`src/rtl/rcr_pkg.sv`:
```
package rcr_pkg;
  localparam int NUM_SIZES = 4;
  localparam int MIN_W     = 8;

  typedef enum logic [1:0] {
    SZ_8  = 2'b00,
    SZ_16 = 2'b01,
    SZ_32 = 2'b10,
    SZ_64 = 2'b11
  } size_e;

  function automatic int lane_width(input int idx);
    return MIN_W << idx;
  endfunction
endpackage

```
`src/rtl/rcr_count_reduce.sv`:
```
module rcr_count_reduce #(
  parameter int CNT_W = 8,
  parameter int EFF_W = 7
) (
  input  logic [CNT_W-1:0] raw,
  input  logic [1:0]       size,
  output logic [EFF_W-1:0] eff
);
  import rcr_pkg::*;

  logic [5:0] m6;
  logic [4:0] m5;
  logic [4:0] r8, r16, r32;

  always_comb begin
    m6  = raw[5:0];
    m5  = raw[4:0];
    r8  = m5 % 5'd9;
    r16 = m5 % 5'd17;
    // a 5-bit value never reaches 33, so the modulo-33 step leaves it alone
    r32 = m5;
    unique case (size_e'(size))
      SZ_8:    eff = EFF_W'(r8);
      SZ_16:   eff = EFF_W'(r16);
      SZ_32:   eff = EFF_W'(r32);
      default: eff = EFF_W'(m6);
    endcase
  end
endmodule

```
`src/rtl/rcr_ring_rotate.sv`:
```
module rcr_ring_rotate #(
  parameter int OP_W  = 64,
  parameter int EFF_W = 7
) (
  input  logic [OP_W-1:0]  operand,
  input  logic             carry_in,
  input  logic [1:0]       size,
  input  logic [EFF_W-1:0] eff,
  output logic [OP_W-1:0]  result,
  output logic             carry_out
);
  import rcr_pkg::*;

  logic [OP_W-1:0] lane_res [NUM_SIZES];
  logic            lane_cf  [NUM_SIZES];

  for (genvar g = 0; g < NUM_SIZES; g++) begin : g_lane
    localparam int LW = MIN_W << g;
    logic [LW:0]       ring;
    logic [2*LW+1:0]   dbl;
    always_comb begin
      ring        = {carry_in, operand[LW-1:0]};
      dbl         = {ring, ring} >> eff;
      lane_res[g] = OP_W'(dbl[LW-1:0]);
      lane_cf[g]  = dbl[LW];
    end
  end

  always_comb begin
    result    = lane_res[size];
    carry_out = lane_cf[size];
  end
endmodule

```
`src/rtl/rcr_flag_merge.sv`:
```
module rcr_flag_merge #(
  parameter int OP_W   = 64,
  parameter int FLAG_W = 64,
  parameter int CF_POS = 0,
  parameter int OF_POS = 11
) (
  input  logic [OP_W-1:0]   operand,
  input  logic [1:0]        size,
  input  logic [FLAG_W-1:0] flags_in,
  input  logic              new_cf,
  output logic [FLAG_W-1:0] flags_out
);
  import rcr_pkg::*;

  logic top_bit;
  logic ovf;

  always_comb begin
    unique case (size_e'(size))
      SZ_8:    top_bit = operand[7];
      SZ_16:   top_bit = operand[15];
      SZ_32:   top_bit = operand[31];
      default: top_bit = operand[OP_W-1];
    endcase
    ovf               = top_bit ^ flags_in[CF_POS];
    flags_out         = flags_in;
    flags_out[CF_POS] = new_cf;
    flags_out[OF_POS] = ovf;
  end
endmodule

```
`src/rtl/rcr_unit.sv`:
```
module rcr_unit #(
  parameter int OP_W   = 64,
  parameter int CNT_W  = 8,
  parameter int FLAG_W = 64,
  parameter int CF_POS = 0,
  parameter int OF_POS = 11
) (
  input  logic              clk,
  input  logic              rst,
  input  logic              in_valid,
  input  logic [OP_W-1:0]   operand,
  input  logic [CNT_W-1:0]  count,
  input  logic [FLAG_W-1:0] flags_in,
  input  logic [1:0]        size_sel,
  output logic              out_valid,
  output logic [OP_W-1:0]   result,
  output logic [FLAG_W-1:0] flags_out
);
  localparam int EFF_W = $clog2(OP_W + 1);

  logic [EFF_W-1:0]  eff;
  logic [OP_W-1:0]   rot_res;
  logic              rot_cf;
  logic [FLAG_W-1:0] new_flags;

  rcr_count_reduce #(.CNT_W(CNT_W), .EFF_W(EFF_W)) u_reduce (
    .raw  (count),
    .size (size_sel),
    .eff  (eff)
  );

  rcr_ring_rotate #(.OP_W(OP_W), .EFF_W(EFF_W)) u_rotate (
    .operand   (operand),
    .carry_in  (flags_in[CF_POS]),
    .size      (size_sel),
    .eff       (eff),
    .result    (rot_res),
    .carry_out (rot_cf)
  );

  rcr_flag_merge #(.OP_W(OP_W), .FLAG_W(FLAG_W), .CF_POS(CF_POS), .OF_POS(OF_POS)) u_flags (
    .operand   (operand),
    .size      (size_sel),
    .flags_in  (flags_in),
    .new_cf    (rot_cf),
    .flags_out (new_flags)
  );

  always_ff @(posedge clk) begin
    if (rst) begin
      out_valid <= 1'b0;
      result    <= '0;
      flags_out <= '0;
    end else begin
      out_valid <= in_valid;
      if (in_valid) begin
        result    <= rot_res;
        flags_out <= new_flags;
      end
    end
  end
endmodule

```
`config.mk`:
```
export PLATFORM = sky130hd
export DESIGN_NAME = rcr_unit
export DESIGN_NICKNAME = d
export VERILOG_FILES = /design/src/rtl/rcr_pkg.sv /design/src/rtl/rcr_count_reduce.sv /design/src/rtl/rcr_ring_rotate.sv /design/src/rtl/rcr_flag_merge.sv /design/src/rtl/rcr_unit.sv
export SDC_FILE = /design/constraint.sdc
export NUM_CORES = 1
export LEC_CHECK = 0
export BUFFER_PORTS_ARGS = -buffer_cell sky130_fd_sc_hd__buf_4
export CORE_ASPECT_RATIO = 0.7
export CORE_MARGIN = 4
export CORE_UTILIZATION = 25
export CTS_BUF_LIST = sky130_fd_sc_hd__clkbuf_16
export DETAILED_ROUTE_END_ITERATION = 8
export SETUP_SLACK_MARGIN = 0.2
export SKIP_LAST_GASP = 1
export SYNTH_ARGS = -nofsm -noshare
export SYNTH_HDL_FRONTEND = slang
export SYNTH_SLANG_ARGS = --single-unit
```
`constraint.sdc`:
```
create_clock -name clk -period 13 [get_ports clk]
set_input_delay 1.95 -clock clk [delete_from_list [all_inputs] [get_ports clk]]
set_output_delay 1.95 -clock clk [all_outputs]
set_load 0.02 [all_outputs]
```
After elaboration in Yosys (flattened, before gate mapping)

Index checks and enable logic that the tools add are counted.

Register bits after elaboration: 129
Output and inout bits: 129
Logic and storage cells: 23
Bits of input ports: 141

Div/mod/pow operators: 2
Magnitude comparators: 1
Reduce and logical (&&, ||, !) cells: 1
Shift operators: 4
Equality and inequality tests: 2
Bitwise gates (word level): 2
Mux-type cells: 8

Operators by type and width:

| cell                                                | number |
|---|---|
| >> shifter 130 x 6 -> 65 bit                        | 1 |
| binary-select mux 64 bit (select 2 bit)             | 1 |
| two-way mux 64 bit                                  | 2 |
| >> shifter 66 x 6 -> 33 bit                         | 1 |
| >> shifter 34 x 6 -> 17 bit                         | 1 |
| one-hot mux 6 bit (3 select lines)                  | 1 |
| >> shifter 18 x 6 -> 9 bit                          | 1 |
| modulo 5 x 4 -> 5 bit, second input constant        | 1 |
| modulo 5 x 5 -> 5 bit, second input constant        | 1 |
| >= comparator 3 bit, second input constant          | 1 |
| NOT 2 -> 3 bit                                      | 1 |
| one-hot mux 1 bit (3 select lines)                  | 1 |
| binary-select mux 1 bit (select 2 bit)              | 1 |
| equality test 2 x 1 -> 1 bit, second input constant | 1 |
| equality test 2 bit, second input constant          | 1 |
| logical NOT 2 bit                                   | 1 |
| two-way mux 1 bit                                   | 2 |
| XOR 1 bit                                           | 1 |

Longest topological paths before layout

Gate-level depths: netlist of the first run.

Depth after elaboration: 6
Gate-level depth with buffers: 27

Cells and area by module

Synthesis of the first run repeated with hierarchy kept, for this count alone.

Cells, all modules: 1,857
Area, all modules: 16,246.8 µm²

By module, submodules not included:

| module           | times used | cells each | area each (µm²) |
|---|---|---|---|
| rcr_ring_rotate  | 1          | 1,297      | 10,502.6 |
| rcr_unit         | 1          | 415        | 4,667.0 |
| rcr_count_reduce | 1          | 79         | 565.5 |
| rcr_flag_merge   | 1          | 66         | 511.7 |

Least setup slack after synthesis of the first run

No wires, ideal clock.

Path type: in2reg
Start: in size_sel[1]
End: reg result[36]
Cell stages on the path: 21
Data arrival time: 6.487 ns
Slack: 6.391 ns
Buffers on the path: 4
Setup time: 0.122 ns
Cells stage by stage: buf_4 -> nor2_8 -> inv_4 -> buf_6 -> ha_1 -> and3_1 -> a311oi_1 -> inv_1 -> ha_1 -> o21a_1 -> o21ai_1 -> nand2_1 -> o31ai_4 -> buf_2 -> buf_4 -> mux2i_1 -> mux2i_1 -> mux2_2 -> mux2_2 -> mux2_2 -> a221o_1

Word-level cells in the longest chain between the ends: 6

RTL lines:

| element                                                 | RTL line               | text |
|---|---|---|
| start: declaration                                      | rcr_unit.sv:14         | `input logic [1:0] size_sel,` |
| equality test 2 bit, or another cell as far along       | rcr_count_reduce.sv:22 | `unique case (size_e'(size))` |
| one-hot mux 6 bit (3 select lines)                      | rcr_count_reduce.sv:22 |  |
| >> shifter 130 x 6 -> 65 bit                            | rcr_ring_rotate.sv:23  | `dbl = {ring, ring} >> eff;` |
| binary-select mux 64 bit (select 2 bit) *               | rcr_ring_rotate.sv:30  | `result = lane_res[size];` |
| two-way mux 64 bit (implied by the code) * (2 in a row) | rcr_ring_rotate.sv:30  |  |
| end signal: assignment                                  | rcr_unit.sv:57         | `result <= rot_res;` |
| end: declaration                                        | rcr_unit.sv:16         | `output logic [OP_W-1:0] result,` |

Every way passes the cells marked *; elsewhere a longest branch is shown, timed or not. The select of a mux whose other input is x is not followed.
A chain may end at the register's enable or synchronous reset.

Worst setup path in the final report of the first run

Start: in size_sel[0]
End: reg result[1]

Word-level cells in the longest chain between the ends: 6

RTL lines:

| element                                                    | RTL line |
|---|---|
| equality test 2 bit, or another cell as far along          | rcr_count_reduce.sv:22 |
| one-hot mux 6 bit (3 select lines)                         | rcr_count_reduce.sv:22 |
| >> shifter 130 x 6 -> 65 bit, or another cell as far along | rcr_ring_rotate.sv:23 |
| binary-select mux 64 bit (select 2 bit) *                  | rcr_ring_rotate.sv:30 |
| two-way mux 64 bit (implied by the code) * (2 in a row)    | rcr_ring_rotate.sv:30 |

Marked as above.

==> results of run 1 <==
==> worst paths after layout <==
| path | to | cells past startpoint |
|---|---|---|
| worst max-delay path | result[1] | 20 |
| worst min-delay path | result[53] | 2 |
| worst max register to register | result[4] | 4 |
| worst min register to register | result[53] | 2 |
==> through the flow <==
step	hold WS, ps	instance area (sq um)
finish	447.0	16300
CTS	448.1	16300
global placement	450.4	15690
detailed placement	437.7	15690
floorplan	516.9	13360
global route	493.7	16300
==> placed cells by master (no fill, tap or decap), types with 48 or more instances in the layout <==
master / instances
a211oi_1: 57
o21ai_0: 75
o211ai_1: 48
buf_4: 295
mux2_2: 84
nand2_1: 152
dfxtp_1: 129
nand3_1: 52
mux2i_1: 247
nor2_1: 196
a21oi_1: 82
==> layer usage <==
metal | vias to the layer above | track usage [%] | share of wire [%] | wire [um]
li1 | 6786 | - | - | -
met5 | - | 0 | 0 | 0
met4 | 0 | 5.514 | 2.6 | 1721
met1 | 7464 | 30.14 | 42 | 28400
met3 | 110 | 5.651 | 10 | 7017
met2 | 831 | 34.72 | 45 | 29820
==> synth_stat cells (9+ instances only) <==
cell and count:
o21ai_0 76, nand3_1 52, inv_1 19, o211ai_1 48, a21oi_1 82, mux2_2 84
a311oi_1 12, nor2b_1 18, a211oi_1 57, nand2b_1 19, dfxtp_1 129, nand2_1 152
a221oi_1 9, a22oi_1 23, buf_6 13, o22ai_1 25, o21ai_1 9, o21a_1 15
mux2i_1 247, nor3_1 25, or3_1 11, and2_1 11, a221o_1 11, buf_4 16
buf_2 40, o221ai_1 12, nand3b_1 9, nor2_1 198, a31oi_1 30, clkbuf_1 80
nor3b_1 11, o211a_1 11
==> flip-flops by register name, summed over array words and instances (netlist names) <==
| register | flops |
|---|---|
| result | 64 |
| flags_out | 64 |
| out_valid | 1 |
==> final cells by class <==
class | count | share of cell area [%]
multi-input combinational | 1406 | 61.08
sequential | 129 | 15.84
timing repair buffer | 295 | 13.59
tap | 684 | 5.251
clock buffer | 17 | 2.610
clock inverter | 15 | 1.128
inverter | 21 | 0.4990
==> logic make-up (layout without fill, tap and decap cells) <==
family,after synthesis,after routing,share of synthesized area [%]
fa+ha+maj,6,6,0.5432
simple gates,532,532,18.03
flops,129,129,19.33
xor+xnor,2,2,0.1311
buf+inv,177,348,6.547
compound gates,521,521,28.12
mux,345,345,27.30
==> power by group through the flow <==
stage / Sequential, mW / Clock (mW) / Combinational, mW
2_1_floorplan: 0.483 / 0 / 0.745
3_3_place_gp: 0.451 / 0 / 1.21
3_5_place_dp: 0.452 / 0 / 1.22
4_1_cts: 0.444 / 0.512 / 1.22
5_1_grt: 0.447 / 0.528 / 1.32
6_report: 0.443 / 0.500 / 1.28
==> worst max-delay path, stage by stage <==
cell and delay (ps):
buf_4 270, inv_2 160, nor2_8 280, inv_4 150
ha_1 330, and3_1 190, a311oi_1 560, inv_1 100
ha_1 270, nor2_1 820, nand4b_1 270, o211a_1 330
nor3_2 260, a221o_4 410, buf_4 850, o21ai_2 410
o221ai_1 820, a21oi_1 300, o211ai_1 450, o21ai_1 150
==> flow_summary.toml, run 1 <==
[layout]
ff_latch_area_sq_um = 2582
final_core_utilization_pct = 31.02
antenna_cells = 0
final_cells = 2567
num-fill-cells = 5662
multi_input_area_sq_um = 9956
drive_above_1_share_pct = 24.00
syn_to_final_growth_pct = 22.01
nets = 2016

[clocking]
ctsResizeCount = 0
postCtsHoldBufs = 0
clock-sinks = 129
cts_made_buffers = 17
htreeDepth = 4
post-cts-setup-buffers = 0
clock_path_buffers = 2
clock_latency_ps = 410
cts_tree = "built"
path_clk_slew_ps = 60
cts-root-buf = "clkbuf_16"

[power_and_ir_drop]
clockPowerShare_pct = 22.5
power_frac_comb_pct = 57.5
internal_power_mw = 1.146
p_seq_share_pct = 20.0
switching_share_pct = 48.38
p_per_area_nw_per_um2 = 136.2
p_sw_mw = 1.074
vdd_ir_drop_max_mv = 0.1075
p_total_mw = 2.220
p_leak_nw = 6.793

[detailed_routing]
drc = 0
firstDrtPassIters = 5
vias_per_cell = 5.918
drt_wl_total_um = 66960
vias = 15190
wire_per_inst_um = 26.08
first_iter_violations = 1917
ant_nets = 0

[global_routing]
overflow = 0
antenna_found_initial = 1
grt_pass1_vias = 14250
grt_pass1_wl_um = 97270
gr-usage-all-layers_pct = 22.05
grt_max_degree = 107

[yosys]
synthesis.nets = 1858
synth-seq-cells = 129
synth_top_cell_by_area = "dfxtp_1"
synth_area_sq_um = 13360
syn_area_per_cell_sq_um = 7.803
yosys_warnings = 0
seq_area_frac_synth_pct = 19.33
synthFlopType = "dfxtp_1"
synthArstFlopShare_pct = 0
synth_top_cells_by_area = "dfxtp_1, mux2i_1, mux2_2"
syn_inst = 1712
synth_top_area_share_pct = 19.33
synth_edf_count = 0
synth.distinct_cells = 98

[worst_hold_path]
hp-start = "result[53]"
hold_class = "flip-flop to flip-flop"

[die]
ioPinCount = 270
die-area_sq_um = 57260
core_area_sq_um = 52550
die_w_um = 284.3
fp.dieH_um = 201.4
rows = 70
start_util_pct = 25.42

[timing]
timing.fmax_mhz = 109.8
drv_slew = 0
hold_viol = 0
slew_headroom_pct = 17.04
setup_ws_ps = 3894
max_slew.worst_pin.slew_ps = 1240
fin_crit_sh_pct = 70.05
rsz0062_at_grt = "no"
fin_setup_tns_ps = 0
min_period_ps = 9106
finalSetupViolations = 0
worst_clock_skew_ps = 0

[setup_path]
end_kind = "flip-flop"
crit_fanout = 75
reg2reg_slack_ps = 11550
required_ps = 13300
arrival_ps = 9400
path_class = "input pin to flip-flop"
reg2reg_from = "result[4]"
crit_start = "size_sel[0]"
start_kind = "input pin"

[run_status]
status = "completed"

[place]
hpwl_um = 51840
port_buffers = 266
pre_cts_slack_ps = 3846
post-place-cells = 2535
routabilityCongestion = 1.029

[run]
maxCapViolCount = 0
No activity file was read; power rests on OpenSTA's default activity.
==> inputs of run 2 (changes only) <==
==> constraint.sdc (replaced) <==
create_clock -name clk -period 8.3 [get_ports clk]
set_input_delay 1.245 -clock clk [delete_from_list [all_inputs] [get_ports clk]]
set_output_delay 1.245 -clock clk [all_outputs]
set_load 0.02 [all_outputs]
==> run 2 against run 1 <==
Net effect:
- worst hold slack better by 5.9 ps
- non-clock buffer count up 54
- clock power up 64%
- sequential power up 57%
- count of clock-buffer cells in the layout unchanged
- clock skew unchanged
- routed wire length up 4.6%
- power up 64%
- via count up 1.2%
- largest power group unchanged
==> flow_summary.toml, run 2 (same netlist as run 1, synthesis figures left out) <==
[die]
die_w_um = 284.3
die-area_sq_um = 57260
rows = 70
core_area_sq_um = 52550
ioPinCount = 270
start_util_pct = 25.42
fp.dieH_um = 201.4

[worst_hold_path]
hold_class = "flip-flop to flip-flop"

[timing]
slew_headroom_pct = 13.43
drv_slew = 0
worst_clock_skew_ps = 0
max_slew.worst_pin.slew_ps = 1294
fin_crit_sh_pct = 86.06
fin_setup_tns_ps = 0
timing.fmax_mhz = 140.0
whs_ps = 452.8
min_period_ps = 7143
hold_viol = 0
rsz0062_at_grt = "no"
finalSetupViolations = 0

[clocking]
clock-sinks = 129
clock_path_buffers = 2
cts_made_buffers = 17
cts-root-buf = "clkbuf_16"
cts_tree = "built"
ctsResizeCount = 0
post-cts-setup-buffers = 0
path_clk_slew_ps = 60
htreeDepth = 4
clock_latency_ps = 420
postCtsHoldBufs = 0

[setup_path]
path_class = "input pin to flip-flop"
required_ps = 8610
crit_fanout = 14
start_kind = "input pin"
end_kind = "flip-flop"
arrival_ps = 7450

[power_and_ir_drop]
internal_power_mw = 1.916
clockPowerShare_pct = 22.5
power_frac_comb_pct = 58.4
p_total_mw = 3.642
switching_share_pct = 47.39
vdd_ir_drop_max_mv = 0.1571
p_sw_mw = 1.726
p_per_area_nw_per_um2 = 216.4
p_leak_nw = 7.101
p_seq_share_pct = 19.1

[detailed_routing]
wire_per_inst_um = 26.72
vias = 15370
drt_wl_total_um = 70030
drc = 0
vias_per_cell = 5.863
ant_nets = 0
firstDrtPassIters = 6
first_iter_violations = 2185

[layout]
antenna_cells = 0
drive_above_1_share_pct = 26.12
syn_to_final_growth_pct = 25.97
largestRegisters = "flags_out x64, result x64, out_valid x1"
final_cell_mix = "buf_4, mux2i_1, nor2_1"
nets = 2070
final_common_cell = "buf_4"
num-fill-cells = 5562
stdcell_area_sq_um = 16830
final_cells = 2621

[global_routing]
grt_max_degree = 107
gr-usage-all-layers_pct = 23.01
antenna_found_initial = 3
grt_pass1_vias = 14470
grt_pass1_wl_um = 100300
overflow = 0

[place]
routabilityCongestion = 1.004
port_buffers = 266
hpwl_um = 54120
post_dp_cell_area_sq_um = 16200
post-place-cells = 2589

[run_status]
status = "completed"

[run]
maxCapViolCount = 0
-- run 2: power groups by stage --
stage | clock network [mW] | registers (mW) | logic, mW
final | 0.818 | 0.697 | 2.13
after global routing | 0.867 | 0.702 | 2.20
after CTS | 0.837 | 0.697 | 2.04
after detailed placement | 0 | 0.710 | 2.04
after global placement | 0 | 0.709 | 2.04
after floorplan | 0 | 0.756 | 1.17
-- run 2: critical path, cell delays in order --
cell	delay, ps
buf_4	100
inv_2	100
nor2_8	300
inv_4	160
ha_1	340
a21oi_4	390
a2bb2oi_1	220
and2_1	160
ha_1	340
nor2_1	80
buf_4	200
nand4b_1	160
o211ai_2	140
o31ai_4	710
buf_4	300
mux2i_2	550
mux2i_1	230
mux2i_1	370
mux2i_1	220
mux2i_1	640
a22oi_1	230
a22o_1	230
-- run 2: final cells by class --
type | instances | area, sq um | share of cell area [%]
Multi-Input combinational cell | 1406 | 9956 | 59.16
Clock buffer | 17 | 425.4 | 2.528
Tap cell | 684 | 855.8 | 5.086
Timing Repair Buffer | 349 | 2720 | 16.16
Inverter | 21 | 81.33 | 0.4833
Sequential cell | 129 | 2582 | 15.35
Clock inverter | 15 | 207.7 | 1.234
-- run 2: per-layer routing --
layer / share of wire, % / GRT usage (%) / vias up
met5: 0.063 / 0 / -
met2: 44 / 35.69 / 817
li1: - / - / 6883
met1: 43 / 31.48 / 7523
met4: 2.7 / 6.051 / 8
met3: 9.9 / 6.331 / 135
-- run 2: path summary, 6_finish.rpt --
check	startpoint	end	slack (ps)	cells after the start
worst max register to register	result[4]	result[4]	6840	4
worst max-delay path	size_sel[0]	result[38]	1160	22
worst min-delay path	result[53]	result[53]	450	2
worst min register to register	result[53]	result[53]	450	2
-- run 2: per-stage QoR --
stage | worst slack (ps) | utilization [%]
finish | 1157 | 32.02
global route | 991.8 | 32.02
CTS | 1458 | 32.02
detailed placement | 1001 | 30.82
global placement | 999.5 | 30.82
floorplan | 2396 | -
